<file path="config.mk">
export PLATFORM = sky130hd
export DESIGN_NAME = srt2_divider
export DESIGN_NICKNAME = d
export VERILOG_FILES = /design/src/rtl/srt2_pkg.sv /design/src/rtl/srt2_digit_sel.sv /design/src/rtl/srt2_csa_step.sv /design/src/rtl/srt2_otf_quot.sv /design/src/rtl/srt2_divider.sv
export SDC_FILE = /design/constraint.sdc
export NUM_CORES = 1
export LEC_CHECK = 0
export BUFFER_PORTS_ARGS = -buffer_cell sky130_fd_sc_hd__buf_2
export CORE_MARGIN = 8
export CORE_UTILIZATION = 45
export CTS_CLUSTER_DIAMETER = 80
export DETAILED_ROUTE_END_ITERATION = 12
export PLACE_DENSITY = 0.74
export SLEW_MARGIN = 20
export SYNTH_ARGS = -nofsm -noshare
export SYNTH_HDL_FRONTEND = slang
export SYNTH_SLANG_ARGS = --single-unit
export TNS_END_PERCENT = 20
</file>
<file path="constraint.sdc">
create_clock -name clk -period 4.15 [get_ports clk]
set_input_delay 0.83 -clock clk [delete_from_list [all_inputs] [get_ports clk]]
set_output_delay 0.83 -clock clk [all_outputs]
set_load 0.1 [all_outputs]
</file>
<file path="src/rtl/srt2_pkg.sv">
package srt2_pkg;

  typedef enum logic [1:0] {
    DIG_ZERO = 2'b00,
    DIG_POS  = 2'b01,
    DIG_NEG  = 2'b10
  } digit_t;

  typedef enum logic [1:0] {
    ST_IDLE    = 2'b00,
    ST_RUN     = 2'b01,
    ST_RESOLVE = 2'b10
  } div_state_t;

endpackage

</file>
<file path="src/rtl/srt2_digit_sel.sv">
// Digit choice from a truncated estimate of the doubled remainder.
// Inputs are the top four bits of each doubled carry-save word:
// three integer bits and one fraction bit, two's complement.
module srt2_digit_sel
  import srt2_pkg::*;
(
  input  logic [3:0] sum_top,
  input  logic [3:0] car_top,
  output digit_t     digit
);

  logic [3:0] est;

  always_comb begin
    est = sum_top + car_top;
    if (!est[3])            digit = DIG_POS;   // estimate >= 0
    else if (est == 4'hF)   digit = DIG_ZERO;  // estimate == -1/2
    else                    digit = DIG_NEG;   // estimate <= -1
  end

endmodule

</file>
<file path="src/rtl/srt2_csa_step.sv">
// One recurrence step: doubled remainder minus digit times divisor,
// kept in carry-save form. The +1 of the two's complement goes into
// the free LSB of the new carry word.
module srt2_csa_step
  import srt2_pkg::*;
#(
  parameter int RW = 11
) (
  input  logic [RW-2:0] sum_i,
  input  logic [RW-2:0] car_i,
  input  logic [RW-1:0] dvsr_i,
  input  digit_t        digit,
  output logic [RW-1:0] sum_o,
  output logic [RW-1:0] car_o
);

  logic [RW-1:0] s2, c2, addend;
  logic [RW-2:0] maj;

  always_comb begin
    s2 = {sum_i, 1'b0};
    c2 = {car_i, 1'b0};
    case (digit)
      DIG_POS: addend = ~dvsr_i;
      DIG_NEG: addend = dvsr_i;
      default: addend = '0;
    endcase
    sum_o = s2 ^ c2 ^ addend;
    maj   = (s2[RW-2:0] & c2[RW-2:0]) | (s2[RW-2:0] & addend[RW-2:0])
          | (c2[RW-2:0] & addend[RW-2:0]);
    car_o = {maj, (digit == DIG_POS)};
  end

endmodule

</file>
<file path="src/rtl/srt2_otf_quot.sv">
// On-the-fly quotient conversion: holds Q and Q-1, one bit per step.
module srt2_otf_quot
  import srt2_pkg::*;
#(
  parameter int WIDTH = 16
) (
  input  logic             clk,
  input  logic             rst_n,
  input  logic             clr,
  input  logic             step,
  input  digit_t           digit,
  output logic [WIDTH-1:0] q,
  output logic [WIDTH-1:0] qm
);

  logic [WIDTH-1:0] q_q, qm_q, q_d, qm_d;

  always_comb begin
    q_d  = q_q;
    qm_d = qm_q;
    if (clr) begin
      q_d  = '0;
      qm_d = '1;
    end else if (step) begin
      case (digit)
        DIG_POS: begin
          q_d  = {q_q[WIDTH-2:0], 1'b1};
          qm_d = {q_q[WIDTH-2:0], 1'b0};
        end
        DIG_NEG: begin
          q_d  = {qm_q[WIDTH-2:0], 1'b1};
          qm_d = {qm_q[WIDTH-2:0], 1'b0};
        end
        default: begin
          q_d  = {q_q[WIDTH-2:0], 1'b0};
          qm_d = {qm_q[WIDTH-2:0], 1'b1};
        end
      endcase
    end
  end

  always_ff @(posedge clk or negedge rst_n) begin
    if (!rst_n) begin
      q_q  <= '0;
      qm_q <= '1;
    end else begin
      q_q  <= q_d;
      qm_q <= qm_d;
    end
  end

  assign q  = q_q;
  assign qm = qm_q;

  // The two registers must always differ by exactly one (modulo 2^WIDTH)
  assert_otf_gap_R3: assert property (@(posedge clk) disable iff (!rst_n)
    (q_q - qm_q) == WIDTH'(1));

endmodule

</file>
<file path="src/rtl/srt2_divider.sv">
module srt2_divider
  import srt2_pkg::*;
#(
  parameter int WIDTH = 16
) (
  input  logic             clk,
  input  logic             rst_n,
  input  logic             start,
  input  logic [WIDTH-1:0] dividend,
  input  logic [WIDTH-1:0] divisor,
  output logic             busy,
  output logic             done,
  output logic [WIDTH-1:0] quotient,
  output logic [WIDTH-1:0] remainder
);

  localparam int RW = WIDTH + 3;           // 3 integer bits + WIDTH fraction
  localparam int CW = $clog2(WIDTH + 1);

  // reset: asynchronous assert, synchronous release
  logic [1:0] rst_sync;
  logic       rst_int_n;

  always_ff @(posedge clk or negedge rst_n) begin
    if (!rst_n) rst_sync <= 2'b00;
    else        rst_sync <= {rst_sync[0], 1'b1};
  end
  assign rst_int_n = rst_sync[1];

  div_state_t       state_q, state_d;
  logic [CW-1:0]    cnt_q, cnt_d;
  logic [RW-1:0]    sum_q, sum_d, car_q, car_d;
  logic [WIDTH-1:0] dvsr_q, dvsr_d;
  logic [WIDTH-1:0] quot_q, quot_d, rem_q, rem_d;
  logic             done_q, done_d;

  logic [RW-1:0]    dvsr_ext, sum_nx, car_nx, raw, fixed;
  logic             raw_neg, otf_clr, otf_step;
  logic [WIDTH-1:0] q_run, qm_run;
  digit_t           digit;

  assign dvsr_ext = {3'b000, dvsr_q};

  srt2_digit_sel u_sel (
    .sum_top (sum_q[RW-2:RW-5]),
    .car_top (car_q[RW-2:RW-5]),
    .digit   (digit)
  );

  srt2_csa_step #(.RW(RW)) u_step (
    .sum_i  (sum_q[RW-2:0]),
    .car_i  (car_q[RW-2:0]),
    .dvsr_i (dvsr_ext),
    .digit  (digit),
    .sum_o  (sum_nx),
    .car_o  (car_nx)
  );

  srt2_otf_quot #(.WIDTH(WIDTH)) u_otf (
    .clk   (clk),
    .rst_n (rst_int_n),
    .clr   (otf_clr),
    .step  (otf_step),
    .digit (digit),
    .q     (q_run),
    .qm    (qm_run)
  );

  // single carry-propagate add and sign correction
  always_comb begin
    raw     = sum_q + car_q;
    raw_neg = raw[RW-1];
    fixed   = raw_neg ? (raw + dvsr_ext) : raw;
  end

  always_comb begin
    state_d  = state_q;
    cnt_d    = cnt_q;
    sum_d    = sum_q;
    car_d    = car_q;
    dvsr_d   = dvsr_q;
    quot_d   = quot_q;
    rem_d    = rem_q;
    done_d   = 1'b0;
    otf_clr  = 1'b0;
    otf_step = 1'b0;
    case (state_q)
      ST_IDLE: begin
        if (start) begin
          state_d = ST_RUN;
          cnt_d   = '0;
          sum_d   = {3'b000, dividend};
          car_d   = '0;
          dvsr_d  = divisor;
          otf_clr = 1'b1;
        end
      end
      ST_RUN: begin
        sum_d    = sum_nx;
        car_d    = car_nx;
        otf_step = 1'b1;
        if (cnt_q == CW'(WIDTH - 1)) state_d = ST_RESOLVE;
        else                         cnt_d   = cnt_q + CW'(1);
      end
      ST_RESOLVE: begin
        quot_d  = raw_neg ? qm_run : q_run;
        rem_d   = fixed[WIDTH-1:0];
        done_d  = 1'b1;
        state_d = ST_IDLE;
      end
      default: state_d = ST_IDLE;
    endcase
  end

  always_ff @(posedge clk or negedge rst_int_n) begin
    if (!rst_int_n) begin
      state_q <= ST_IDLE;
      cnt_q   <= '0;
      sum_q   <= '0;
      car_q   <= '0;
      dvsr_q  <= '0;
      quot_q  <= '0;
      rem_q   <= '0;
      done_q  <= 1'b0;
    end else begin
      state_q <= state_d;
      cnt_q   <= cnt_d;
      sum_q   <= sum_d;
      car_q   <= car_d;
      dvsr_q  <= dvsr_d;
      quot_q  <= quot_d;
      rem_q   <= rem_d;
      done_q  <= done_d;
    end
  end

  assign busy      = (state_q != ST_IDLE);
  assign done      = done_q;
  assign quotient  = quot_q;
  assign remainder = rem_q;

  // Redundant remainder stays inside the convergence window
  assert_rem_bound_R7: assert property (@(posedge clk) disable iff (!rst_int_n)
    (state_q != ST_IDLE) |->
      ($signed(raw) >= -$signed(dvsr_ext) && $signed(raw) < $signed(dvsr_ext)));

  // Corrected remainder needs no integer bits
  assert_rem_fits_R4: assert property (@(posedge clk) disable iff (!rst_int_n)
    (state_q == ST_RESOLVE) |-> (fixed[RW-1:WIDTH] == '0));

  assert_rem_below_div_R4: assert property (@(posedge clk) disable iff (!rst_int_n)
    done |-> (remainder < dvsr_q));

  assert_done_pulse_R5: assert property (@(posedge clk) disable iff (!rst_int_n)
    done |=> !done);

  assert_done_idle_R5: assert property (@(posedge clk) disable iff (!rst_int_n)
    done |-> !busy);

  assert_hold_divisor_R6: assert property (@(posedge clk) disable iff (!rst_int_n)
    busy |=> $stable(dvsr_q));

  assert_hold_result_R8: assert property (@(posedge clk) disable iff (!rst_int_n)
    !done_d |=> ($stable(quotient) && $stable(remainder)));

endmodule

</file>
==> results.toml, run 1 <==
[floorplanning]
core.rowCount = 47
initial_utilization_pct = 45.5
fp.dieH_um = 145
die_area_sq_um = 20900
fp.coreArea_sq_um = 16300
die_w_um = 145
pin_count = 69

[synthesis]
synth_edf_count = 0
ys_seq_area_share_pct = 43.0
ys_seq_elements = 127
syn_avg_cell_area_sq_um = 9.68
async_flop_share_pct = 100
synth_cell_types = 51
yosysWarnings = 0
netlist_instances = 768
synth_flop_cell = "dfrtp_1"
syn_area_sq_um = 7430
syn_nets = 860

[critical_path]
cp_max_fo = 4
r2r_slack_ns = 0.31
cp.required_ns = 4.49
critical-path-top-delay-family = "compound AO/OA/AOI/OAI gates"
path_common_cell = "ha_1"
path_buf_inv = 1
r2r-start = "sum_q[0]"
cp-end-kind = "flip-flop"
start_kind = "flip-flop"
crit_chain = "ha_1 > ha_1 > a211o_2 > a211oi_2 > or2_4 > inv_1 > a31oi_1 > xnor2_1 > ha_1 > a21o_1 > nand2b_1 > a21oi_1 > a211o_1 > a211oi_2 > xor2_1 > a211o_1 > a31oi_1"
cpMaxStageDelayCell = "dfrtp_1"
reg2reg_to = "remainder[15]"
criticalPathCategory = "reg -> reg"
cp_slowest_stage_delay_ns = 0.41
critPathArrivalTime_ns = 4.18
reg2reg_depth = 17

[timing]
finalSetupTns_ns = 0
rsz0062_at_grt = "false"
finalHoldViolations = 0
max_freq_ghz = 0.261
setup_viol_count_final = 0
worst_pin_slew_ns = 0.839
clock_skew_ns = 0.0150
drv_slew = 0
relSlewSlack_pct = 44.1
min_period_over_period_pct = 92.5
fin_crit_ns = 3.84

[clock_tree]
htreeDepth = 4
hold_buffers = 0
clkSinkCount = 127
cts_tree = "built"
clk_pin_slew_ns = 0.06
cts_root_buf = "clkbuf_16"
clock_path_buffers = 2
numCtsBuffers = 17
clock_latency_ns = 0.43

[route]
drcViolationCount = 0
via_count = 5802
met1_length_um = 8320
top_layer = "met4"
wl_met3_um = 1040
wl_um = 17600
drt-initial-drc-count = 384
drt_pre_antenna_iters = 5
via_per_inst = 5.46
avgRoutedWirePerCell_um = 16.6
wl_met2_um = 7820
ant_nets = 0

[global_routing]
first_global_vias = 5830
antenna_found_initial = 0
grt_max_degree = 64
overflow = 0
track_usage_pct = 18.2
grt_pass1_wl_um = 29600

[place]
place.port_buffers = 68
place_congestion = 0.885
post-dp-hpwl_um = 12500

[finish]
nets = 921
layout-drive-gt1-share_pct = 19.1
num_antenna_cells = 0
syn2layout_area_growth_pct = 16.1

[job]
maxCapViolCount = 0

[min_path]
hp-class = "in -> async"

[status]
status = "completed"
## cells by family after synthesis
logic type | Yosys count | synth area share, %
flops | 127 | 43.0
fa+ha+maj | 57 | 11.4
simple gates | 234 | 13.2
mux | 78 | 10.8
compound gates | 187 | 15.0
xor+xnor | 29 | 3.42
buf+inv | 55 | 3.10
other cells | 1 | 0.0505
## flip-flops by register name, summed over array words and instances (netlist names)
signal	cells
car_q	18
cnt_q	5
sum_q	19
u_otf.qm	16
dvsr_q	16
remainder	16
state_q	2
rst_sync	2
u_otf.q	16
quotient	16
done	1
## timing repair
action | in CTS | in global routing
resized for setup | 0 | 4
hold endpoints to repair | 0 | 0
buffers inserted | 0 | 0
endpoints found under the setup margin | 0 | 3
## area by class of cell
type,count,area [sq um]
Clock buffer,19,443
Multi-Input combinational cell,586,4050
Fill cell,1468,7720
Tap cell,220,275
Sequential cell,127,3200
Clock inverter,13,140
Timing Repair Buffer,80,455
Inverter,17,63.8
## synth_stat cells, types with 2 or more instances
cell type / count / share of area, %
o211ai_1: 5 / 0.51
o21ai_1: 18 / 1.2
nor3_1: 25 / 1.7
nor2b_1: 2 / 0.17
o21a_1: 2 / 0.20
mux2i_1: 61 / 8.2
clkbuf_1: 30 / 1.5
nor2_1: 43 / 2.2
a31oi_1: 22 / 1.9
o2111ai_1: 2 / 0.24
nand2_1: 139 / 7.0
o21ai_0: 66 / 4.4
xor2_1: 13 / 1.5
fa_1: 18 / 4.8
xnor2_1: 16 / 1.9
and2_1: 2 / 0.17
mux2_2: 17 / 2.6
nand2b_1: 4 / 0.34
dfrtp_1: 111 / 37
a21o_1: 11 / 1.1
nand4_1: 5 / 0.42
and3_1: 2 / 0.17
a211o_1: 2 / 0.24
dfstp_2: 16 / 5.7
buf_1: 4 / 0.20
a31o_2: 2 / 0.24
a21oi_1: 40 / 2.7
nand3_1: 7 / 0.47
inv_1: 16 / 0.81
ha_1: 39 / 6.6
o21bai_1: 4 / 0.40
buf_6: 3 / 0.45
a211oi_1: 3 / 0.30
## cells in the final DEF, fill, tap and decap left out, types with 7 or more instances in the layout
master and count:
dfstp_2 16, mux2i_1 61, xor2_1 13, o21ai_0 66
nand2_1 139, clkbuf_16 17, a31oi_1 22, nand3_1 7
a21o_1 11, mux2_2 17, o21ai_1 18, inv_1 16
xnor2_1 16, nor3_1 25, a21oi_1 40, nor2_1 42
buf_4 10, buf_2 68, dfrtp_1 110, fa_1 18
ha_1 39
## worst reg2reg max path: stages (launching register included)
cell	delay, ns
dfrtp_1	0.41
ha_1	0.25
ha_1	0.23
a211o_2	0.36
a211oi_2	0.21
or2_4	0.18
inv_1	0.04
a31oi_1	0.18
xnor2_1	0.18
ha_1	0.33
a21o_1	0.21
nand2b_1	0.07
a21oi_1	0.07
a211o_1	0.24
a211oi_2	0.24
xor2_1	0.11
a211o_1	0.28
a31oi_1	0.15
## how the worst max path moves through the flow
stage | startpoint | endpoint | slack, ns | depth (start not counted)
3_5_place_dp | sum_q[0] | remainder[15] | 0.21 | 17
4_1_cts | sum_q[0] | remainder[15] | 0.18 | 17
6_report | sum_q[0] | remainder[15] | 0.31 | 17
2_1_floorplan | rst_sync[1] | car_q[0] | 0.38 | 0
5_1_grt | sum_q[0] | remainder[15] | 0.02 | 17
3_3_place_gp | sum_q[0] | remainder[14] | 0.29 | 16
## layer usage
layer | vias to the layer above | GRT usage (%)
met4 | 0 | 8.00
met2 | 159 | 27.6
li1 | 2821 | -
met3 | 30 | 4.42
met5 | - | 0
met1 | 2792 | 24.2
## stage by stage
| stage | cell area (sq um) | util, % | setup WS (ns) | std cells | hold WS [ns] |
|---|---|---|---|---|---|
| after detailed placement | 8020 | 49.1 | 0.208 | 1030 | 0.339 |
| final | 8630 | 52.8 | 0.311 | 1062 | 0.173 |
| after global placement | 8020 | 49.1 | 0.287 | 1030 | 0.337 |
| after CTS | 8600 | 52.6 | 0.183 | 1062 | 0.162 |
| after global routing | 8630 | 52.8 | 0.0205 | 1062 | 0.164 |
| after floorplan | 7430 | - | 0.378 | 768 | 0.331 |
Power of run 1 is not shown: default switching activity piles up to over one toggle a cycle in this logic, so the estimate is an artifact.
==> run 2: changes to the inputs <==
- CORE_UTILIZATION: 45 -> 40
- PLACE_DENSITY: 0.74 -> 0.68
==> results.toml, run 2 (synthesized netlist as in run 1, its figures left out) <==
[floorplanning]
initial_utilization_pct = 40.3
core.rowCount = 50
pin_count = 69
die_area_sq_um = 23200
die_w_um = 152
fp.coreArea_sq_um = 18500
fp.dieH_um = 152

[clock_tree]
cts_root_buf = "clkbuf_16"
clkSinkCount = 127
cts_setup_buffers = 0
clock_latency_ns = 0.42
clock_path_buffers = 2
cts_tree = "built"
numCtsBuffers = 17
hold_buffers = 0
clk_pin_slew_ns = 0.06
htreeDepth = 4

[place]
post-dp-hpwl_um = 12500
place.port_buffers = 68
place_congestion = 0.850
place_area_sq_um = 8030
dp_slack_ns = 0.206

[min_path]
hp-class = "in -> async"

[finish]
layout-drive-gt1-share_pct = 18.9
largest-register = "sum_q"
nFillCells = 1721
design_area_sq_um = 8640
mostFrequentLayoutCell = "nand2_1"
syn2layout_area_growth_pct = 16.2
layout_common_cells = "nand2_1, dfrtp_1, buf_2, o21ai_0, mux2i_1"
largest_reg_flops = 19
top_regs = "sum_q x19, car_q x18"
num_antenna_cells = 0
nets = 922

[timing]
relSlewSlack_pct = 36.1
layout_setup_ws_ns = 0.307
fin_crit_ns = 3.84
drv_slew = 0
setup_viol_count_final = 0
clock_skew_ns = 0.00988
finalHoldViolations = 0
hold-worst-slack_ns = 0.188
min_period_over_period_pct = 92.6
max_freq_ghz = 0.260
worst_pin_slew_ns = 0.958

[global_routing]
track_usage_pct = 16.0
first_global_vias = 5778
grt_pass1_wl_um = 30300
overflow = 0
grt_max_degree = 74
antenna_found_initial = 0

[route]
drt-initial-drc-count = 376
via_per_inst = 5.33
via_count = 5741
drcViolationCount = 0
drt_pre_antenna_iters = 6
avgRoutedWirePerCell_um = 16.4
ant_nets = 0
wl_um = 17700

[critical_path]
cp-end-kind = "flip-flop"
r2r_slack_ns = 0.31
cp_slowest_stage_delay_ns = 0.41
cpMaxStageDelayCell = "dfrtp_1"
critical-path-top-delay-family = "compound AO/OA/AOI/OAI gates"
reg2reg_to = "remainder[15]"
reg2reg_depth = 16
cp.required_ns = 4.49
cp_max_fo = 6
path_buf_inv = 0
r2r-start = "sum_q[7]"
critPathArrivalTime_ns = 4.19
start_kind = "flip-flop"
crit_start = "sum_q[7]"
criticalPathCategory = "reg -> reg"
crit_chain = "ha_1 > a21o_1 > a31o_2 > a41o_1 > a31oi_1 > o21bai_1 > xor2_1 > ha_1 > nand3_1 > nand2b_1 > a21oi_1 > a211o_1 > a211oi_2 > xor2_1 > a211o_1 > a31oi_1"

[status]
status = "completed"

[job]
maxCapViolCount = 0
-- run 2: cell count changes in the layout (fill, tap and decap cells not counted), sizes merged --
cell	change
clkbuf	+2
buf	+1
clkinvlp	-2
inv	+1
clkinv	-1
-- run 2: worst max-delay path by stage --
| stage | slack [ns] | endpoint | cells after the start |
|---|---|---|---|
| final | 0.31 | remainder[15] | 16 |
| after floorplan | 0.38 | car_q[0] | 0 |
| after global placement | 0.28 | remainder[15] | 17 |
| after detailed placement | 0.21 | remainder[15] | 17 |
| after global routing | -0.004 | remainder[15] | 16 |
| after CTS | 0.16 | remainder[15] | 17 |
-- run 2: worst register-to-register path: stages, from the launching register on --
cell      delay, ns
dfrtp_1        0.41
ha_1           0.40
a21o_1         0.22
a31o_2         0.21
a41o_1         0.22
a31oi_1        0.27
o21bai_1       0.11
xor2_1         0.24
ha_1           0.33
nand3_1        0.13
nand2b_1       0.13
a21oi_1        0.07
a211o_1        0.24
a211oi_2       0.24
xor2_1         0.11
a211o_1        0.28
a31oi_1        0.15
-- run 2: metal layers --
layer	global-route usage (%)	wire, um	vias up
met1	21.7	8580	2765
met2	24.1	7990	141
met3	3.86	801	23
li1	-	-	2812
met5	0	0	-
met4	6.57	303	0
-- run 2: area by class of cell --
type	count	area [sq um]	share of cell area, %
inverter	17	63.8	0.739
clock buffer	21	460	5.33
sequential	127	3200	37.1
timing repair buffer	81	450	5.22
tap	234	293	3.39
multi-input combinational	586	4030	46.7
clock inverter	11	133	1.54
-- run 2: repair_timing --
| action | 4_1_cts | 5_1_grt |
|---|---|---|
| endpoints found under the setup margin | 0 | 1 |
| gates resized for setup | 0 | 2 |
| hold endpoints to repair | 0 | 0 |
-- run 2: through the flow --
| stage | utilization [%] | setup TNS (ns) | instances |
|---|---|---|---|
| detailed placement | 43.5 | 0 | 1045 |
| finish | 46.8 | 0 | 1077 |
| CTS | 46.7 | 0 | 1077 |
| floorplan | - | 0 | 768 |
| global route | 46.8 | -0.00441 | 1077 |
| global placement | 43.5 | 0 | 1045 |
Power of run 2 is left out for the same reason.
